## src/rtl/ir_cap_pkg.sv

```systemverilog
`timescale 1ns/1ps
package ir_cap_pkg;
  localparam int DUR_W  = 16;
  localparam int WORD_W = 2 * DUR_W;

  typedef enum logic [1:0] {ST_IDLE, ST_LOW, ST_HIGH} meter_st_e;

  // field order matches the configuration word bit positions
  typedef struct packed {
    logic [15:0] max_w;
    logic [1:0]  fmt;
    logic [5:0]  lvl;
    logic        raw;
    logic [6:0]  freq;
  } cfg_t;

  localparam logic [31:0] CFG_RST = 32'h3E80_0080;

  localparam int REG_EN     = 0;
  localparam int REG_CFG    = 1;
  localparam int REG_BUSY   = 2;
  localparam int REG_START  = 3;
  localparam int REG_COUNT  = 4;
  localparam int REG_DATA   = 5;
  localparam int REG_MASK   = 6;
  localparam int REG_STATUS = 7;
  localparam int REG_CLEAR  = 8;
endpackage

```

## src/rtl/ir_prescaler.sv

```systemverilog
`timescale 1ns/1ps
module ir_prescaler #(
  parameter int FREQ_W = 7,
  parameter int DIV    = 10
) (
  input  logic              clk_i,
  input  logic              rst_ni,
  input  logic              run_i,
  input  logic              clr_i,
  input  logic [FREQ_W-1:0] freq_i,
  output logic              unit_tick_o
);
  localparam int DEC_W = $clog2(DIV);

  logic [FREQ_W-1:0] us_q;
  logic [DEC_W-1:0]  dec_q;
  logic              us_tick;

  assign us_tick     = run_i && !clr_i && (us_q == freq_i);
  assign unit_tick_o = us_tick && (dec_q == DEC_W'(DIV - 1));

  always_ff @(posedge clk_i or negedge rst_ni) begin
    if (!rst_ni) begin
      us_q  <= '0;
      dec_q <= '0;
    end else if (!run_i || clr_i) begin
      us_q  <= '0;
      dec_q <= '0;
    end else begin
      us_q <= us_tick ? '0 : us_q + 1'b1;
      if (us_tick) dec_q <= (dec_q == DEC_W'(DIV - 1)) ? '0 : dec_q + 1'b1;
    end
  end
endmodule

```

## src/rtl/ir_symbol_meter.sv

```systemverilog
`timescale 1ns/1ps
module ir_symbol_meter
  import ir_cap_pkg::*;
#(
  parameter int DW = 16
) (
  input  logic          clk_i,
  input  logic          rst_ni,
  input  logic          ir_i,
  input  logic          armed_i,
  input  logic          unit_tick_i,
  input  logic [DW-1:0] max_w_i,
  output logic          edge_o,
  output logic          push_o,
  output logic          tmo_o,
  output logic [2*DW-1:0] word_o
);
  logic [2:0]    s_q;
  logic          fall, rise;
  meter_st_e     st_q;
  logic [DW-1:0] lo_q, hi_q, nxt_hi, hi_sat;
  logic [DW:0]   sum;
  logic          hit_max;

  assign fall   = s_q[2] & ~s_q[1];
  assign rise   = ~s_q[2] & s_q[1];
  assign edge_o = fall | rise;

  always_comb begin
    nxt_hi  = hi_q + 1'b1;
    sum     = {1'b0, lo_q} + {1'b0, nxt_hi};
    hit_max = sum >= {1'b0, max_w_i};
    hi_sat  = (lo_q >= max_w_i) ? '0 : max_w_i - lo_q;
    push_o  = 1'b0;
    tmo_o   = 1'b0;
    word_o  = {hi_q, lo_q};
    if (armed_i && st_q == ST_HIGH) begin
      if (fall) begin
        push_o = 1'b1;
      end else if (unit_tick_i && hit_max) begin
        push_o = 1'b1;
        tmo_o  = 1'b1;
        word_o = {hi_sat, lo_q};
      end
    end
  end

  always_ff @(posedge clk_i or negedge rst_ni) begin
    if (!rst_ni) begin
      s_q  <= 3'b111;
      st_q <= ST_IDLE;
      lo_q <= '0;
      hi_q <= '0;
    end else begin
      s_q <= {s_q[1:0], ir_i};
      if (!armed_i) begin
        st_q <= ST_IDLE;
      end else begin
        case (st_q)
          ST_IDLE: if (fall) begin st_q <= ST_LOW; lo_q <= '0; end
          ST_LOW: begin
            if (rise) begin
              st_q <= ST_HIGH;
              hi_q <= '0;
            end else if (unit_tick_i && lo_q != '1) begin
              lo_q <= lo_q + 1'b1;
            end
          end
          ST_HIGH: begin
            if (fall) begin
              st_q <= ST_LOW;
              lo_q <= '0;
            end else if (unit_tick_i) begin
              if (hit_max) st_q <= ST_IDLE;
              else         hi_q <= nxt_hi;
            end
          end
          default: st_q <= ST_IDLE;
        endcase
      end
    end
  end

  assert_no_store_disarmed_R9: assert property (@(posedge clk_i) disable iff (!rst_ni)
    !armed_i |-> !push_o);
  assert_tmo_sum_R3: assert property (@(posedge clk_i) disable iff (!rst_ni)
    tmo_o |-> (lo_q >= max_w_i) ||
              ({1'b0, word_o[DW-1:0]} + {1'b0, word_o[2*DW-1:DW]} == {1'b0, max_w_i}));
  assert_idle_after_tmo_R3: assert property (@(posedge clk_i) disable iff (!rst_ni)
    tmo_o |=> st_q == ST_IDLE);
endmodule

```

## src/rtl/ir_sym_fifo.sv

```systemverilog
`timescale 1ns/1ps
module ir_sym_fifo #(
  parameter int WIDTH = 32,
  parameter int DEPTH = 64
) (
  input  logic                           clk_i,
  input  logic                           rst_ni,
  input  logic                           push_i,
  input  logic [WIDTH-1:0]               wdata_i,
  input  logic                           pop_i,
  output logic [WIDTH-1:0]               rdata_o,
  output logic [$clog2(DEPTH+1)-1:0]     count_o,
  output logic                           full_o,
  output logic                           empty_o
);
  localparam int AW = $clog2(DEPTH);
  localparam int CW = $clog2(DEPTH + 1);

  logic [WIDTH-1:0] mem [DEPTH];
  logic [AW-1:0]    wp_q, rp_q;
  logic [CW-1:0]    cnt_q;
  logic             wr_ok, rd_ok;

  assign full_o  = cnt_q == CW'(DEPTH);
  assign empty_o = cnt_q == '0;
  assign wr_ok   = push_i && !full_o;
  assign rd_ok   = pop_i && !empty_o;
  assign rdata_o = mem[rp_q];
  assign count_o = cnt_q;

  always_ff @(posedge clk_i) begin
    if (wr_ok) mem[wp_q] <= wdata_i;
  end

  always_ff @(posedge clk_i or negedge rst_ni) begin
    if (!rst_ni) begin
      wp_q  <= '0;
      rp_q  <= '0;
      cnt_q <= '0;
    end else begin
      if (wr_ok) wp_q <= (wp_q == AW'(DEPTH - 1)) ? '0 : wp_q + 1'b1;
      if (rd_ok) rp_q <= (rp_q == AW'(DEPTH - 1)) ? '0 : rp_q + 1'b1;
      cnt_q <= cnt_q + CW'(wr_ok) - CW'(rd_ok);
    end
  end

  assert_count_bound_R4: assert property (@(posedge clk_i) disable iff (!rst_ni)
    cnt_q <= CW'(DEPTH));
  assert_empty_pop_R4: assert property (@(posedge clk_i) disable iff (!rst_ni)
    (pop_i && empty_o && !push_i) |=> empty_o);
endmodule

```

## src/rtl/ir_symbol_capture.sv

```systemverilog
`timescale 1ns/1ps
module ir_symbol_capture
  import ir_cap_pkg::*;
#(
  parameter int DEPTH       = 64,
  parameter int INIT_CYCLES = 16,
  parameter int ADDR_W      = 4
) (
  input  logic              clk_i,
  input  logic              rst_ni,
  input  logic              ir_i,
  input  logic              reg_wr_i,
  input  logic              reg_rd_i,
  input  logic [ADDR_W-1:0] reg_addr_i,
  input  logic [31:0]       reg_wdata_i,
  output logic [31:0]       reg_rdata_o,
  output logic              irq_o
);
  localparam int CW = $clog2(DEPTH + 1);
  localparam int BW = $clog2(INIT_CYCLES + 1);

  cfg_t          cfg_q;
  logic          en_q, armed_q;
  logic [BW-1:0] busy_q;
  logic [2:0]    mask_q, st_q, st_set, st_clr;
  logic          wr_en, wr_start, wr_clr, pop;
  logic          m_edge, m_push, m_tmo, unit_tick;
  logic [WORD_W-1:0] m_word, f_rdata;
  logic [CW-1:0] f_count;
  logic          f_full, f_empty;

  assign wr_en    = reg_wr_i && reg_addr_i == ADDR_W'(REG_EN);
  assign wr_start = reg_wr_i && reg_addr_i == ADDR_W'(REG_START);
  assign wr_clr   = reg_wr_i && reg_addr_i == ADDR_W'(REG_CLEAR);
  assign pop      = reg_rd_i && reg_addr_i == ADDR_W'(REG_DATA);

  ir_prescaler #(.FREQ_W(7), .DIV(10)) u_presc (
    .clk_i, .rst_ni, .run_i(armed_q), .clr_i(m_edge),
    .freq_i(cfg_q.freq), .unit_tick_o(unit_tick));

  ir_symbol_meter #(.DW(DUR_W)) u_meter (
    .clk_i, .rst_ni, .ir_i, .armed_i(armed_q), .unit_tick_i(unit_tick),
    .max_w_i(cfg_q.max_w), .edge_o(m_edge), .push_o(m_push),
    .tmo_o(m_tmo), .word_o(m_word));

  ir_sym_fifo #(.WIDTH(WORD_W), .DEPTH(DEPTH)) u_fifo (
    .clk_i, .rst_ni, .push_i(m_push), .wdata_i(m_word), .pop_i(pop),
    .rdata_o(f_rdata), .count_o(f_count), .full_o(f_full), .empty_o(f_empty));

  always_comb begin
    st_set[0] = int'(f_count) >= int'(cfg_q.lvl) + 1;
    st_set[1] = m_tmo;
    st_set[2] = m_push && f_full;
    st_clr    = '0;
    if (wr_clr) st_clr = (reg_wdata_i[7:0] == 8'hFF) ? 3'b111 : reg_wdata_i[18:16];
  end

  always_ff @(posedge clk_i or negedge rst_ni) begin
    if (!rst_ni) begin
      cfg_q   <= cfg_t'(CFG_RST);
      en_q    <= 1'b0;
      armed_q <= 1'b0;
      busy_q  <= '0;
      mask_q  <= 3'b111;
      st_q    <= '0;
    end else begin
      if (wr_en) begin
        en_q    <= reg_wdata_i[0];
        busy_q  <= reg_wdata_i[0] ? BW'(INIT_CYCLES) : '0;
        armed_q <= 1'b0;
      end else begin
        if (busy_q != '0) busy_q <= busy_q - 1'b1;
        if (wr_start && en_q && busy_q == '0) armed_q <= 1'b1;
      end
      if (reg_wr_i && reg_addr_i == ADDR_W'(REG_CFG))  cfg_q  <= cfg_t'(reg_wdata_i);
      if (reg_wr_i && reg_addr_i == ADDR_W'(REG_MASK)) mask_q <= reg_wdata_i[10:8];
      st_q <= (st_q & ~st_clr) | st_set;
    end
  end

  assign irq_o = |(st_q & ~mask_q);

  always_comb begin
    reg_rdata_o = '0;
    case (int'(reg_addr_i))
      REG_EN:     reg_rdata_o = {31'b0, en_q};
      REG_CFG:    reg_rdata_o = cfg_q;
      REG_BUSY:   reg_rdata_o = {31'b0, busy_q != '0};
      REG_COUNT:  reg_rdata_o = 32'(f_count);
      REG_DATA:   reg_rdata_o = f_empty ? '0 : f_rdata;
      REG_MASK:   reg_rdata_o = {21'b0, mask_q, 8'b0};
      REG_STATUS: reg_rdata_o = {5'b0, st_q, 13'b0, st_q, 8'b0};
      default:    reg_rdata_o = '0;
    endcase
  end

  assert_busy_on_enable_R9: assert property (@(posedge clk_i) disable iff (!rst_ni)
    (wr_en && reg_wdata_i[0]) |=> busy_q != '0);
  assert_ovf_flag_R6: assert property (@(posedge clk_i) disable iff (!rst_ni)
    (m_push && f_full) |=> st_q[2]);
  assert_tmo_flag_R3: assert property (@(posedge clk_i) disable iff (!rst_ni)
    m_tmo |=> st_q[1]);
  assert_masked_quiet_R8: assert property (@(posedge clk_i) disable iff (!rst_ni)
    (mask_q == 3'b111) |-> !irq_o);
endmodule

```

## config.mk

```make
export PLATFORM = sky130hd
export DESIGN_NAME = ir_symbol_capture
export DESIGN_NICKNAME = d
export VERILOG_FILES = /design/src/rtl/ir_cap_pkg.sv /design/src/rtl/ir_prescaler.sv /design/src/rtl/ir_symbol_meter.sv /design/src/rtl/ir_sym_fifo.sv /design/src/rtl/ir_symbol_capture.sv
export SDC_FILE = /design/constraint.sdc
export NUM_CORES = 2
export LEC_CHECK = 0
export BUFFER_PORTS_ARGS = -buffer_cell sky130_fd_sc_hd__buf_2
export CORE_UTILIZATION = 35
export CTS_CLUSTER_SIZE = 16
export DETAILED_ROUTE_END_ITERATION = 8
export SLEW_MARGIN = 10
export SYNTH_ARGS = -nofsm -noshare
export SYNTH_HDL_FRONTEND = slang
export SYNTH_SLANG_ARGS = --single-unit
```

## constraint.sdc

```tcl
create_clock -name clk_i -period 19.11 [get_ports clk_i]
set_input_delay 2.8665 -clock clk_i [delete_from_list [all_inputs] [get_ports clk_i]]
set_output_delay 2.8665 -clock clk_i [all_outputs]
set_load 0.01 [all_outputs]
```

-- Yosys cells after proc, flatten, opt, wreduce, memory -nomap -nowiden
Memory sizes are Yosys's and may differ from the RTL's.
Index checks and enable logic that the tools add are counted.
- flip-flop bits (word level): 112
- logic and storage cells: 153
- bits in writable memories: 2048
- bits of input ports: 41
- output and inout bits: 33
- memories: 1
- order comparisons: 3
- $add $sub $neg: 12
- bitwise operators: 10
- reductions and logical operators: 37
- equality and inequality tests: 28
- muxes and demuxes: 43
- memories (memory ; words ; bits a word ; read ports ; clocked after Yosys merged registers in ; write ports ; line ; text):
    u_fifo.mem ; 64 ; 32 ; 1 ; 0 ; 1 ; ir_sym_fifo.sv:19 ; logic [WIDTH-1:0] mem [DEPTH];
- operators with widths (kind ; count):
    $pmux W32 S7 ; 1
    $mux W16 ; 8
    $mux W32 ; 4
    $pmux W16 S2 ; 2
    $add A16 B1 Y16 const B ; 2
    $add A16 B16 Y17 ; 1
    $ge A17 B16 Y1 ; 1
    $logic_and A1 B1 Y1 ; 17
    $eq A4 B3 Y1 const B ; 4
    $ge A16 B16 Y1 ; 1
    $ne A16 B16 Y1 const B ; 1
    $sub A16 B16 Y16 ; 1
    $mux W5 ; 3
    $mux W7 ; 2
    $add A6 B1 Y6 const B ; 2
    $eq A6 B6 Y1 const B ; 2
    $mux W2 ; 6
    $mux W4 ; 3
    $mux W6 ; 2
    $reduce_bool A2 Y1 ; 5
    $mux W1 ; 9
    $eq A4 B2 Y1 const B ; 2
    $eq A4 B4 Y1 const B ; 2
    $eq A8 B8 Y1 const B ; 1
    36 further kinds ; 51

-- Depth between registers and ports, before layout
- word-level depth: 14
- depth in mapped cells: 30
- mapped depth without buffers: 28

-- Modules after synthesis
A second synthesis with hierarchy kept.
- cells, all modules: 4212
- area total of the unflattened synthesis: 86784.5 um2
- modules (own cells, without submodules) (module ; area an instance (um2) ; seq. area each (um2) ; instances ; cells an instance):
    ir_sym_fifo ; 79147.2 ; 61974.4 ; 1 ; 3349
    ir_symbol_meter ; 4370.4 ; 929.6 ; 1 ; 565
    ir_symbol_capture ; 2611.3 ; 1138.6 ; 1 ; 234
    ir_prescaler ; 655.6 ; 275.3 ; 1 ; 64

-- Least setup slack after synthesis
OpenSTA, ideal clock, no wires.
- kind: register to register
- start: register u_meter.hi_q[0]
- end: memory u_fifo.mem[0][23], data pin
- stages on the path, launching flop included: 20
- path buffers: 1
- path slack: 10192 ps
- data arrival time: 8012 ps
- clock period less this slack: 8918 ps
- path through: dfrtp_1 ha_1 nand3_1 or3_1 xnor2_1 ha_1 nand2_1 nor2_1 nor4bb_1 o21ai_0 a21oi_1 mux2i_1 nand3_1 ha_1 nand3_1 or3_1 o21ai_1 o211ai_1 clkbuf_1 o41ai_1
- word-level cells in the longest chain between the ends: 7
- RTL lines (element ; line ; text):
    start, declared ; ir_symbol_meter.sv:21 ; logic [DW-1:0] lo_q, hi_q, nxt_hi, hi_sat;
    start signal, assigned ; ir_symbol_meter.sv:75 ; else hi_q <= nxt_hi;
    $add A16 B1 Y16 ; ir_symbol_meter.sv:30 ; nxt_hi = hi_q + 1'b1;
    $add A16 B16 Y17 ; ir_symbol_meter.sv:31 ; sum = {1'b0, lo_q} + {1'b0, nxt_hi};
    $ge A17 B16 Y1 ; ir_symbol_meter.sv:32 ; hit_max = sum >= {1'b0, max_w_i};
    $logic_and A1 B1 Y1 ; ir_symbol_meter.sv:40 ; end else if (unit_tick_i && hit_max) begin
    $mux W32 ; ir_symbol_meter.sv:40 ;
    $mux W32 ; ir_symbol_meter.sv:38 ; if (fall) begin
    $mux W32 ; ir_symbol_meter.sv:37 ; if (armed_i && st_q == ST_HIGH) begin
    named net m_word[23] ; ir_symbol_capture.sv:28 ; logic [WORD_W-1:0] m_word, f_rdata;
    end, declared ; ir_sym_fifo.sv:19 ;
The timed path passes the listed nets, and every way through them passes these cells.

-- Worst setup path after layout
- start: register u_fifo.rp_q[0]
- end: output reg_rdata_o[14]
- word-level cells in the longest chain between the ends: 3
- RTL lines (element ; line ; text):
    start, declared ; ir_sym_fifo.sv:20 ; logic [AW-1:0] wp_q, rp_q;
    start signal, assigned ; ir_sym_fifo.sv:42 ; if (rd_ok) rp_q <= (rp_q == AW'(DEPTH - 1)) ? '0 : rp_q + 1'b1;
    $mem_v2 Z64 W32 ; -- ;
    $mux W32 ; ir_symbol_capture.sv:90 ; REG_DATA: reg_rdata_o = f_empty ? '0 : f_rdata;
    $pmux W32 S7 ; ir_symbol_capture.sv:85 ; case (int'(reg_addr_i))
    end, declared ; ir_symbol_capture.sv:16 ; output logic [31:0] reg_rdata_o,
No other way between the ends.

==> flow_metrics.tcl <==
set metrics [dict create \
    syn_inst 3994 \
    cts_buffers 215 \
    grt_remaining_overflow 0 \
    clock_path_buffers 3 \
    crit_arrival_ns 6.33 \
    crit_buf_inv 3 \
    grt_pass1_vias 42700 \
    synth-simple-area-share_pct 2.00 \
    htreeDepth 4 \
    synth_area_leaders "edfxtp_1, mux4_2, dfrtp_1" \
    pin_count 74 \
    yosys.cell_types.count 70 \
    min_from "u_meter.s_q[0]$_DFF_PN1_" \
    grt_max_degree 108 \
    period_share_pct 48.1 \
    row_count 181 \
    slowest_delay_ns 0.99 \
    fin_setup_tns_ns 0 \
    final_util_pct 40.3 \
    crit_type "register to primary output" \
    syn_nets 4121 \
    ctsResizeCount 0 \
    ctsRootBufferMaster "clkbuf_16" \
    areaGrowthSynthToFinish_pct 14.0 \
    dr.pass1.iters 7 \
    whs_path_depth 0 \
    finalCriticalPeriod_ns 9.20 \
    hpwl_um 125000 \
    synth_seq_cells 2160 \
    die_area_um2 249000 \
    synthAdderAreaFrac_pct 1.27 \
    outcome "completed" \
    postCtsSetupRepairBufs 0 \
    vias_per_cell 5.60 \
    wire_per_inst_um 30.0 \
    cp_slowest_cell "dfrtp_4" \
    synth_compound_area_share_pct 2.31 \
    skew_ns 0.0680 \
    routed-via-count 42600 \
    path_cells "buf_12, buf_12, mux4_2, mux4_2, mux2i_1, nor2_1, a21oi_1, o21ai_1, buf_2" \
    grt_pass1_wl_um 323000 \
    timing.slew.headroom_pct 13.1 \
    min_to "u_meter.s_q[1]$_DFF_PN1_" \
    die_x_um 499 \
    drtAntennaViolNets 0 \
    synth_xor_area_share_pct 0.649 \
    worstPathRequired_ns 16.24 \
    nNetsFinal 4349 \
    syn_area_per_cell_um2 21.6 \
    drv_slew 0 \
    yosysSeqAreaShare_pct 74.5 \
    cts_tree "done" \
    yosysTopAreaCellShare_pct 71.2 \
    setup_violations 0 \
    muxShareOfSynthArea_pct 18.0 \
    worst-path-max-fanout 107 \
    crit_path_start_kind "register" \
    hold_viol 0 \
    crit_path_end_kind "primary output" \
    finalWirelength_um 228000 \
    ff2ff_setup_slack_ns 11.18 \
    clk_pin_slew_ns 0.06 \
    vdd_ir_drop_max_mv 0.100 \
    power.leakage_nw 29.0 \
    rr_endpoint "u_fifo.mem[44][29]$_DFFE_PP_" \
    reg2reg_from "u_meter.hi_q[1]$_DFFE_PN0P_" \
    setup_ws_ns 9.91 \
    rsz0062_at_grt "no" \
    drc 0 \
    port_buffers 73 \
    fmax_mhz 109 \
    initialDrtViolationCount 5075 \
    synth.top_cells.by_count "edfxtp_1, mux4_2, nor2_1" \
    yosysWarnings 0 \
    synth_top_family_by_area "multiplexers" \
    grt_antenna_before_repair 10 \
    reg2reg_depth 21 \
    power_mw 11.5 \
    synthesis.area_um2 86400 \
    start_util_pct 35.3 \
    clock_latency_ns 0.90 \
    ys_async_sr_fraction_pct 5.19 \
    tightest_slew_ns 1.27 \
    synth_edf_count 2048 \
    die_h_um 499 \
    core_area_um2 244000 \
    drv_cap 0 \
    path_delay_family "multiplexers" \
    yosysMostFrequentCell "edfxtp_1" \
    gp_congestion 0.862 \
    synth_ff_type "edfxtp_1" \
    hp-class "register to register" \
    postCtsHoldBufs 0 \
    grt_use_total_pct 18.3 \
    preCtsSetupSlack_ns 10.83 \
    cts_sinks 2160 \
    synth.largest_area_cell "edfxtp_1" \
    drive_gt1_share_pct 29.2 \
    power.density_nw_per_um2 116 \
]
==> stage by stage <==
step	cell area [um2]	cells	hold slack (ns)
floorplan	86400	3994	0.345
global placement	91600	7206	0.365
detailed placement	91600	7207	0.364
CTS	98400	7604	0.375
global route	98400	7605	0.377
finish	98400	7606	0.376
==> worst register-to-register path, stage by stage, from the launching register on <==
cell and delay (ns):
dfrtp_1 0.44, ha_1 0.24, nand3_1 0.22, or3_1 0.49, xnor2_1 0.16, ha_1 0.35
nand2_1 0.12, nor2_1 0.12, nor4bb_1 0.35, o21ai_0 0.20, a21oi_1 0.25, mux2i_1 0.21
nand3_1 0.09, ha_1 0.30, nand3_1 0.08, or3_1 0.37, o21ai_1 0.13, buf_4 0.26
a211o_1 0.52, nand4_1 1.01, nor2_4 1.06, buf_4 0.58
==> layout by cell type, fill, tap and decap left out, types with 11 or more instances in the layout <==
master,instances
mux2_1,32
dfrtp_1,78
clkbuf_16,215
mux4_2,640
clkinv_2,33
nor2_4,56
bufinv_16,13
o221ai_1,11
buf_4,142
o31ai_1,23
nor3_1,19
clkbuf_1,51
xor2_1,25
o21ai_1,42
o21ai_0,34
xnor2_1,39
edfxtp_1,2048
a22o_1,18
nand2_1,66
nor2_1,77
a21oi_1,63
a21o_1,18
clkinv_1,56
mux2i_1,69
ha_1,83
buf_2,72
nand3_1,35
dfstp_2,13
a22o_2,13
nand4_1,17
o41ai_1,12
dfrtp_2,16
inv_1,67
==> state kept, by name, indices dropped and copies added (netlist names) <==
signal,count
busy_q,5
en_q,1
u_meter.hi_q,16
armed_q,1
u_meter.s_q,3
cfg_q,32
st_q,3
u_meter.st_q,2
u_fifo.rp_q,6
u_fifo.wp_q,6
u_fifo.mem,2048
u_fifo.count_o,7
u_meter.lo_q,16
u_presc.us_q,7
mask_q,3
u_presc.dec_q,4
==> routing by layer <==
metal	up-vias	track usage (%)	share of wire, %
met5	-	0	0.012
met4	4	4.64	2.3
met3	304	3.31	7.8
met2	1812	29.5	48
met1	23200	25.4	42
li1	17300	-	-
==> layout make-up <==
class                      instances  area [um2]
inverter                          68         255
clock inverter                   128        1210
clock buffer                     269        5610
sequential                      2160       64400
timing repair buffer             217        1490
antenna                            2        5.00
tap                             3202        4010
fill                           21300      146000
multi-input combinational       1560       21500
==> cells by family (layout without fill, tap and decap cells) <==
group,Yosys count,after routing
AOI/OAI and AO/OA,300,300
xor gates and xnor gates,64,64
adders and majority gates,86,86
buffers and inverters,274,682
DFF,2160,2160
muxes,751,751
other,0,2
and+or+nand+nor,359,359
==> worst max-delay path by stage <==
stage                                     start                          end  slack [ns]  cells after the start
global placement                  reg_addr_i[1]              reg_rdata_o[15]       10.25                      8
CTS                  u_fifo.rp_q[0]$_DFFE_PN0P_              reg_rdata_o[24]        9.86                      7
floorplan           u_meter.hi_q[0]$_DFFE_PN0P_  u_fifo.mem[0][23]$_DFFE_PP_       10.19                     19
finish               u_fifo.rp_q[0]$_DFFE_PN0P_              reg_rdata_o[14]        9.91                      9
detailed placement   u_fifo.rp_q[0]$_DFFE_PN0P_              reg_rdata_o[24]       10.83                      7
global route         u_fifo.rp_q[0]$_DFFE_PN0P_              reg_rdata_o[14]        9.64                      9
==> report_power, final <==
group,switching [mW],internal (mW)
clock network,1.82,2.27
logic,1.13,0.889
registers,0.153,5.21
total,3.10,8.36
Power figures use the tool's default switching activity.
